**config.mk**
```make
export PLATFORM = sky130hd
export DESIGN_NAME = iso_split_tracker
export DESIGN_NICKNAME = d
export VERILOG_FILES = /design/src/rtl/sst_pkg.sv /design/src/rtl/split_decide.sv /design/src/rtl/split_resp.sv /design/src/rtl/iso_split_tracker.sv
export SDC_FILE = /design/constraint.sdc
export NUM_CORES = 1
export LEC_CHECK = 0
export BUFFER_PORTS_ARGS = -buffer_cell sky130_fd_sc_hd__buf_4
export CELL_PAD_IN_SITES_DETAIL_PLACEMENT = 2
export CELL_PAD_IN_SITES_GLOBAL_PLACEMENT = 2
export CORE_ASPECT_RATIO = 2
export CORE_MARGIN = 4
export CORE_UTILIZATION = 33
export CTS_CLUSTER_SIZE = 16
export DETAILED_ROUTE_END_ITERATION = 6
export PLACE_DENSITY_LB_ADDON = 0.25
export SLEW_MARGIN = 10
export SYNTH_ARGS = -nofsm -noshare
export SYNTH_HDL_FRONTEND = slang
export SYNTH_SLANG_ARGS = --single-unit
```
**constraint.sdc**
```tcl
create_clock -name clk -period 2.5 [get_ports clk]
set_input_delay 0.25 -clock clk [delete_from_list [all_inputs] [get_ports clk]]
set_output_delay 0.25 -clock clk [all_outputs]
set_load 0.02 [all_outputs]
```
**src/rtl/sst_pkg.sv**
```systemverilog
package sst_pkg;
    localparam int UF_N    = 8;
    localparam int UF_W    = $clog2(UF_N);
    localparam int NCTX    = 2;
    localparam int RSP_W   = 3;
    localparam logic SEL_CUR  = 1'b0;
    localparam logic SEL_PREV = 1'b1;

    typedef logic [UF_N-1:0] mask_t;
    typedef logic [UF_W-1:0] uf_t;

    typedef enum logic { ST_SS = 1'b0, ST_CS = 1'b1 } st_e;
    typedef enum logic [1:0] { ACT_NONE = 2'd0, ACT_SS = 2'd1, ACT_CS = 2'd2 } act_e;
    typedef enum logic [RSP_W-1:0] {
        RSP_NONE = 3'd0, RSP_ACK = 3'd1, RSP_MDATA = 3'd2,
        RSP_DATA0 = 3'd3, RSP_OTHER = 3'd4
    } rsp_e;
    typedef enum logic [1:0] { SQ_IDLE, SQ_PREV, SQ_CUR, SQ_WAIT } sq_e;

    typedef struct packed {
        st_e   st;
        logic  active;
        logic  err;
        mask_t smask;
        mask_t cmask;
    } ctx_t;

    function automatic rsp_e decode_rsp(logic [RSP_W-1:0] raw);
        case (raw)
            3'd0:    return RSP_NONE;
            3'd1:    return RSP_ACK;
            3'd2:    return RSP_MDATA;
            3'd3:    return RSP_DATA0;
            default: return RSP_OTHER;
        endcase
    endfunction

    function automatic logic no_later_cs(mask_t cm, uf_t uf);
        logic [UF_W:0] sh;
        mask_t hi;
        sh = {1'b0, uf} + 1'b1;
        hi = cm >> sh;
        return (hi == '0);
    endfunction
endpackage

```
**src/rtl/split_decide.sv**
```systemverilog
module split_decide
    import sst_pkg::*;
(
    input  ctx_t ctx_i,
    input  uf_t  uf_i,
    output act_e act_o
);
    always_comb begin
        act_o = ACT_NONE;
        if (ctx_i.active) begin
            if (ctx_i.st == ST_SS) begin
                if (ctx_i.smask[uf_i]) act_o = ACT_SS;
            end else begin
                if (ctx_i.cmask[uf_i]) act_o = ACT_CS;
            end
        end
    end
endmodule

```
**src/rtl/split_resp.sv**
```systemverilog
module split_resp
    import sst_pkg::*;
(
    input  ctx_t ctx_i,
    input  act_e act_i,
    input  rsp_e rsp_i,
    input  logic last_i,
    output ctx_t ctx_o
);
    always_comb begin
        ctx_o = ctx_i;
        if (act_i == ACT_SS) begin
            ctx_o.st = ST_CS;
        end else if (act_i == ACT_CS) begin
            case (rsp_i)
                RSP_MDATA: ctx_o = ctx_i;
                RSP_DATA0: begin
                    ctx_o.active = 1'b0;
                    ctx_o.st     = ST_SS;
                end
                default: begin
                    if (last_i) begin
                        ctx_o.active = 1'b0;
                        ctx_o.err    = 1'b1;
                        ctx_o.st     = ST_SS;
                    end
                end
            endcase
        end
    end
endmodule

```
**src/rtl/iso_split_tracker.sv**
```systemverilog
module iso_split_tracker
    import sst_pkg::*;
(
    input  logic        clk,
    input  logic        rst,
    input  logic        uf_tick,
    input  logic [2:0]  uf_idx,
    input  logic        desc_load,
    input  logic [7:0]  ld_smask,
    input  logic [7:0]  ld_cmask,
    input  logic        ld_carry,
    input  logic        ld_back_ok,
    output logic        tx_req,
    output logic [1:0]  tx_kind,
    output logic        tx_ctx,
    input  logic        tx_done,
    input  logic [2:0]  tx_resp,
    output logic        busy,
    output logic        frame_wrap,
    output logic        cur_state,
    output logic        cur_active,
    output logic        cur_err,
    output logic        prev_state,
    output logic        prev_active,
    output logic        prev_err
);
    ctx_t ctx_q [NCTX];
    act_e dec_act [NCTX];
    sq_e  sq_q;
    uf_t  uf_q;
    uf_t  last_uf_q;
    logic seen_q;
    logic back_ok_q;
    logic sel_q;
    act_e act_q;
    ctx_t ctx_sel;
    ctx_t ctx_upd;
    logic prev_go;

    for (genvar g = 0; g < NCTX; g++) begin : g_dec
        split_decide u_dec (
            .ctx_i (ctx_q[g]),
            .uf_i  (uf_q),
            .act_o (dec_act[g])
        );
    end

    assign ctx_sel = sel_q ? ctx_q[1] : ctx_q[0];

    split_resp u_rsp (
        .ctx_i  (ctx_sel),
        .act_i  (act_q),
        .rsp_i  (decode_rsp(tx_resp)),
        .last_i (no_later_cs(ctx_sel.cmask, uf_q)),
        .ctx_o  (ctx_upd)
    );

    assign prev_go = back_ok_q && !ctx_q[0].smask[0] && (dec_act[1] == ACT_CS);

    always_ff @(posedge clk) begin
        if (rst) begin
            for (int i = 0; i < NCTX; i++) ctx_q[i] <= '0;
            sq_q       <= SQ_IDLE;
            uf_q       <= '0;
            last_uf_q  <= '0;
            seen_q     <= 1'b0;
            back_ok_q  <= 1'b0;
            sel_q      <= SEL_CUR;
            act_q      <= ACT_NONE;
            frame_wrap <= 1'b0;
        end else begin
            frame_wrap <= 1'b0;
            case (sq_q)
                SQ_IDLE: begin
                    if (desc_load) begin
                        ctx_q[1]  <= ctx_q[0];
                        ctx_q[0]  <= '{st: (ld_carry ? ST_CS : ST_SS), active: 1'b1,
                                       err: 1'b0, smask: ld_smask, cmask: ld_cmask};
                        back_ok_q <= ld_back_ok;
                    end else if (uf_tick) begin
                        frame_wrap <= seen_q && (last_uf_q == uf_t'(UF_N - 1)) && (uf_idx == '0);
                        uf_q       <= uf_idx;
                        last_uf_q  <= uf_idx;
                        seen_q     <= 1'b1;
                        sq_q       <= SQ_PREV;
                    end
                end
                SQ_PREV: begin
                    if (prev_go) begin
                        sel_q <= SEL_PREV;
                        act_q <= ACT_CS;
                        sq_q  <= SQ_WAIT;
                    end else begin
                        sq_q  <= SQ_CUR;
                    end
                end
                SQ_CUR: begin
                    if (dec_act[0] != ACT_NONE) begin
                        sel_q <= SEL_CUR;
                        act_q <= dec_act[0];
                        sq_q  <= SQ_WAIT;
                    end else begin
                        sq_q  <= SQ_IDLE;
                    end
                end
                SQ_WAIT: begin
                    if (tx_done) begin
                        if (sel_q) ctx_q[1] <= ctx_upd;
                        else       ctx_q[0] <= ctx_upd;
                        sq_q <= sel_q ? SQ_CUR : SQ_IDLE;
                    end
                end
                default: sq_q <= SQ_IDLE;
            endcase
        end
    end

    assign tx_req      = (sq_q == SQ_WAIT);
    assign tx_kind     = act_q;
    assign tx_ctx      = sel_q;
    assign busy        = (sq_q != SQ_IDLE);
    assign cur_state   = ctx_q[0].st;
    assign cur_active  = ctx_q[0].active;
    assign cur_err     = ctx_q[0].err;
    assign prev_state  = ctx_q[1].st;
    assign prev_active = ctx_q[1].active;
    assign prev_err    = ctx_q[1].err;

    // a start-split only for the current context in an S-mask micro-frame
    a_r3_ss_in_smask: assert property (@(posedge clk) disable iff (rst)
        (tx_req && tx_kind == ACT_SS) |-> (!tx_ctx && ctx_q[0].smask[uf_q] && ctx_q[0].st == ST_SS));

    // back-link service only under its gating conditions
    a_r8_prev_gate: assert property (@(posedge clk) disable iff (rst)
        (tx_req && tx_ctx) |-> (back_ok_q && !ctx_q[0].smask[0] && tx_kind == ACT_CS));

    // request held stable until done
    a_r10_req_hold: assert property (@(posedge clk) disable iff (rst)
        (tx_req && !tx_done) |=> (tx_req && $stable(tx_kind) && $stable(tx_ctx)));

    // MDATA keeps the current context pending
    a_r5_mdata_keeps: assert property (@(posedge clk) disable iff (rst)
        (tx_req && tx_done && !tx_ctx && tx_kind == ACT_CS && tx_resp == 3'd2)
        |=> (cur_active && cur_state == ST_CS));

    // DATA0 retires the current context
    a_r6_data0_retire: assert property (@(posedge clk) disable iff (rst)
        (tx_req && tx_done && !tx_ctx && tx_kind == ACT_CS && tx_resp == 3'd3)
        |=> (!cur_active && cur_state == ST_SS));

    // frame boundary pulse lasts one cycle
    a_r11_wrap_pulse: assert property (@(posedge clk) disable iff (rst)
        frame_wrap |=> !frame_wrap);

    // previous context only changes on a load or its own completed transaction
    a_r9_prev_quiet: assert property (@(posedge clk) disable iff (rst)
        (sq_q != SQ_IDLE && !(tx_req && tx_ctx && tx_done)) |=> $stable(ctx_q[1]));
endmodule

```
Word-level counts from Yosys, hierarchy flattened
Memory sizes are Yosys's and may differ from the RTL's.
Cells that the tools add are included.
{ "word_totals": {"out_inout_bits": 12, "ramBits": 38, "ff_bits": 11, "input_bits": 29, "elab_cells": 111, "mem_count": 1} }
{ "mem_list": {"columns": ["memory", "words", "word_bits", "rd", "rd_ports_with_merged_regs", "write_ports", "line_no", "source"], "rows": [
  ["ctx_q", 2, 19, 2, 0, 2, "iso_split_tracker.sv:27", "ctx_t ctx_q [NCTX];"]
]} }
{ "op_classes": {"n_lt_le_gt_ge": 1, "muxes": 58, "shift": 1, "bitwise_logic": 7, "n_eq_ne": 17, "n_reduce_logical": 18, "n_addsub": 1} }
{ "ops": {"columns": ["cell", "count"], "rows": [
  ["two-way mux 19 bit", 6],
  ["two-way mux 1 bit", 28],
  ["two-way mux 2 bit", 13],
  ["two-way mux 18 bit", 1],
  ["binary-select mux 1 bit (select 3 bit)", 4],
  ["equality test 3 x 2 -> 1 bit (second input constant)", 4],
  ["one-hot mux 3 bit (4 select lines)", 1],
  ["AND reduction 3 bit", 3],
  ["equality test 2 bit (second input constant)", 4],
  ["logical NOT 8 bit", 1],
  ["!= test 2 bit (second input constant)", 4],
  ["one-hot mux 2 bit (2 select lines)", 2],
  ["one-hot mux 2 bit (4 select lines)", 1],
  ["right shift 8 x 4 -> 8 bit", 1],
  ["logical NOT 3 bit", 2],
  ["nonzero test 2 bit", 3],
  ["adder 3 x 1 -> 4 bit (second input constant)", 1],
  ["equality test 2 x 1 -> 1 bit (second input constant)", 2],
  ["logical AND 1 bit", 4],
  ["less-than comparator 3 x 4 -> 1 bit (second input constant)", 1],
  ["bitwise OR 1 bit", 4],
  ["OR reduction 4 bit", 1],
  ["equality test 3 x 1 -> 1 bit (second input constant)", 1],
  ["equality test 3 bit (second input constant)", 1],
  ["8 further kinds", 10]
]} }

Depth between registers and ports, before layout
An unclocked memory read counts as a cell.
{ "logic_depth": {"word_depth": 10, "mapped_depth": 7, "depth_no_buf": 5} }

Hierarchy
Synthesis repeated with hierarchy kept, for this count alone.
{ "hier_totals": {"cells_unflattened": 243, "area_unflattened_um2": 2854.0} }
{ "by_module_without_submodules": {"columns": ["module", "cells_per_inst", "seq_area_each_um2", "n_inst", "area_each_um2"], "rows": [
  ["iso_split_tracker", 183, 1361.3, 1, 2323.5],
  ["split_decide", 18, 0.0, 2, 170.2],
  ["split_resp", 24, 0.0, 1, 190.2]
]} }

Worst setup path before layout
OpenSTA, ideal clock, no wires.
{ "synth_timing": {"kind": "register to register", "start": "reg sel_q (netlist: tx_ctx)", "end": "mem ctx_q[0][0] (netlist bit) (enable)", "path_stages_with_launch": 5, "t_required_ps": 2079, "setup_time_ps": 421, "slack_ps": -306, "period_less_slack_ps": 2806, "arrival_time_ps": 2385, "cell_sequence": "dfxtp_1 > buf_4 > buf_4 > buf_2 > o21ai_0"} }
{ "synth_rtl": {"columns": ["element", "line_no", "source"], "rows": [
  ["from (decl)", "iso_split_tracker.sv:34", "logic sel_q;"],
  ["from (signal assigned)", "iso_split_tracker.sv:68", "sel_q <= SEL_CUR;"],
  ["from (signal assigned)", "iso_split_tracker.sv:90", "sel_q <= SEL_PREV;"],
  ["from (signal assigned)", "iso_split_tracker.sv:99", "sel_q <= SEL_CUR;"],
  ["to (decl)", "iso_split_tracker.sv:27", null]
]} }

==> run metrics <==
outcome=complete, no violations; initial antenna violation count=0; Die ar.=9790 um^2; Layout area overhead=19.7%; post-DP HPWL=5930 um; CP endpoint kind=flop; Max IR drop VDD=0.262 mV; CTS H-tree depth=2; Hold Path End=last_uf_q[0]; share of the synthesized area in the top cell type=42.2%; largest net degree at the start of global routing=27; Netlist cell types=51; Tot GR Track Use=17.2%; min Tclk post-route=1.99 ns; Reg-to-Reg End=ctx_q[0][17]; initial DRC count=135; Avg Cell Area, Syn=10.9 um^2; critical path startpoint category=flop; max_cap viols=0; warnings from Yosys=0; GR Overflow Total=0; Pleak=1.20 nW; area of the multi-input gates=1200 um^2; die height=136 um; IO Pins=41; RSZ-0062 raised after global routing=no; Worst Skew=0.00732 ns; Nets=317; Post-CTS Resized=0; reg-to-reg startpoint=tx_ctx; min-delay worst type=input port to flop; R2R depth=5; design area=3240 um^2; Critical Path RT=2.53 ns; core footprint=7940 um^2; final setup violation count=0; syn_nets=276; CTS tree=yes; Detailed Route WL=7790 um; setup total negative slack=0 ns; final RePlAce weighted congestion=0.785; cell taking the most area after synthesis=edfxtp_1; main flop type after synthesis=edfxtp_1; critical path arrival=2.02 ns; largest fanout on the critical path=26; Final ANT Viol Nets=0; sequential-to-total area share from yosys stat=50.4%; Fillers=842; Clock Latency Late Sink=0.29 ns; Slew HR=61.5%; Post-CTS Hold Fix Bufs=0; DRC viols=0; CTS Buf Count=5; Final Hold Fails=0; final slew viol count=0; via-per-instance ratio=5.58; Cell Area, Synth=2700 um^2; clock root buffer=clkbuf_16; clk slew on worst S/H paths=0.07 ns; Fmax=503 MHz; Reg area=1360 um^2; initial core utilization=34.0%; placed cell areas=3100 um^2; Bufs on Longest Clock Path=2; Sinks on Clock Net=49; Ant. Diodes=0; Post-synth EDFFs=38; IO buf count=40; async set-reset flop share out of synthesis=0%; first-pass GRT wire length=12,700 um; # rows=46; layout cells sized above 1=25.3%; Worst-Margin Slew=0.577 ns; period utilization=79.6%; slack of the worst reg-to-reg path=0.51 ns; critical path class=flop to flop; Worst Hold Launch=uf_idx[0]; TritonRoute pass-1 iters=4; PD cells=588 nW/um^2; post-DR wirelength/cell=20.2 um; Hold Path Depth=3; synthesized flop and latch total=49; die width=72.0 um; Via Count=2,149; vias in the first global route=2,339; synth top area cells=edfxtp_1 (42%), mux2i_1 (11%), dfxtp_1 (8.1%), a22o_1 (5.2%), nand2_1 (3.8%); Post-CTS Setup Bufs=0; synthesized instance count=247
sequential cells by signal, indices dropped and copies added, names as in the netlist:
signal and cells:
tx_kind 2, last_uf_q 3, ctx_q 38, back_ok_q 1, sq_q 2, tx_ctx 1, seen_q 1, frame_wrap 1
metal layers:
| metal | vias up | share of wire, % | GRT usage (%) |
|---|---|---|---|
| met5 | - | 0 | 0 |
| met1 | 1085 | 36 | 18.7 |
| met3 | 12 | 3.0 | 2.66 |
| met4 | 0 | 2.5 | 7.11 |
| li1 | 1008 | - | - |
| met2 | 44 | 59 | 32.2 |
placed cells by master, fill, tap and decap left out, types with 2 or more instances in the layout:
| cell | synthesis | final |
|---|---|---|
| a21oi_1 | 9 | 9 |
| a22o_1 | 16 | 16 |
| a22oi_1 | 4 | 4 |
| buf_4 | 4 | 50 |
| clkbuf_16 | 0 | 5 |
| clkinv_2 | 0 | 2 |
| dfxtp_1 | 11 | 11 |
| edfxtp_1 | 38 | 38 |
| inv_1 | 10 | 10 |
| mux2i_1 | 30 | 30 |
| nand2_1 | 27 | 27 |
| nand2b_1 | 2 | 2 |
| nand3_1 | 7 | 7 |
| nor2_1 | 12 | 12 |
| nor2_2 | 2 | 2 |
| nor2b_1 | 3 | 3 |
| nor3_1 | 3 | 3 |
| nor4_1 | 2 | 2 |
| o21ai_0 | 18 | 16 |
| o21ai_1 | 7 | 9 |
| o22ai_1 | 3 | 3 |
where the power goes:
part | switching (mW) | leakage, nW | internal, mW
clock | 0.300 | 0.0706 | 0.368
combinational | 0.123 | 0.628 | 0.102
sequential | 0.0659 | 0.505 | 0.943
total | 0.489 | 1.20 | 1.41
layout make-up:
cell class	instances	area share, %
inverter	11	1.28
tap	96	3.71
sequential	49	42.1
multi-input combinational	171	37.0
timing repair buffer	50	11.6
clock buffer	6	3.98
clock inverter	2	0.309
synth_stat cells, types with 2 or more instances:
cell type,number
nor4_1,2
clkbuf_1,3
nand3_1,7
a22oi_1,4
nand2b_1,2
dfxtp_1,11
o22ai_1,3
o21ai_0,18
a21oi_1,9
nand2_1,27
buf_2,6
nor2b_1,3
mux2i_1,30
edfxtp_1,38
nor2_2,2
o21ai_1,7
buf_4,4
nor3_1,3
nor2_1,12
a22o_1,16
inv_1,10
critical path, stage by stage (launching register included):
cell and delay (ns):
dfxtp_1 0.47, buf_4 0.41, a32oi_1 0.16, a211oi_1 0.31, o211a_1 0.27, o22ai_1 0.12
worst max path at each step:
stage           start           end  slack (ns)  cells after the start
2_1_floorplan  tx_ctx   ctx_q[0][0]        0.21                      4
3_3_place_gp   tx_ctx  ctx_q[0][17]        0.56                      5
3_5_place_dp   tx_ctx  ctx_q[0][17]        0.48                      5
4_1_cts        tx_ctx  ctx_q[0][17]        0.47                      5
5_1_grt        tx_ctx  ctx_q[0][17]        0.34                      5
6_report       tx_ctx  ctx_q[0][17]        0.51                      5
kinds of logic after synthesis:
group                  synth area share [%]
AO/OA/AOI/OAI                          18.6
buffers and inverters                  5.28
flip-flops                             50.4
multiplexers                           11.5
AND/OR/NAND/NOR                        14.3
metrics by stage:
step	util (%)	setup slack, ns	hold slack, ns	std cells	total power [mW]
floorplan	-	0.213	0.389	247	1.14
global placement	39.0	0.562	0.453	377	1.25
detailed placement	39.0	0.477	0.459	377	1.26
CTS	40.7	0.467	0.192	385	1.93
global route	40.7	0.341	0.210	385	1.99
finish	40.7	0.510	0.197	385	1.90
Power figures use the tool's default switching activity.
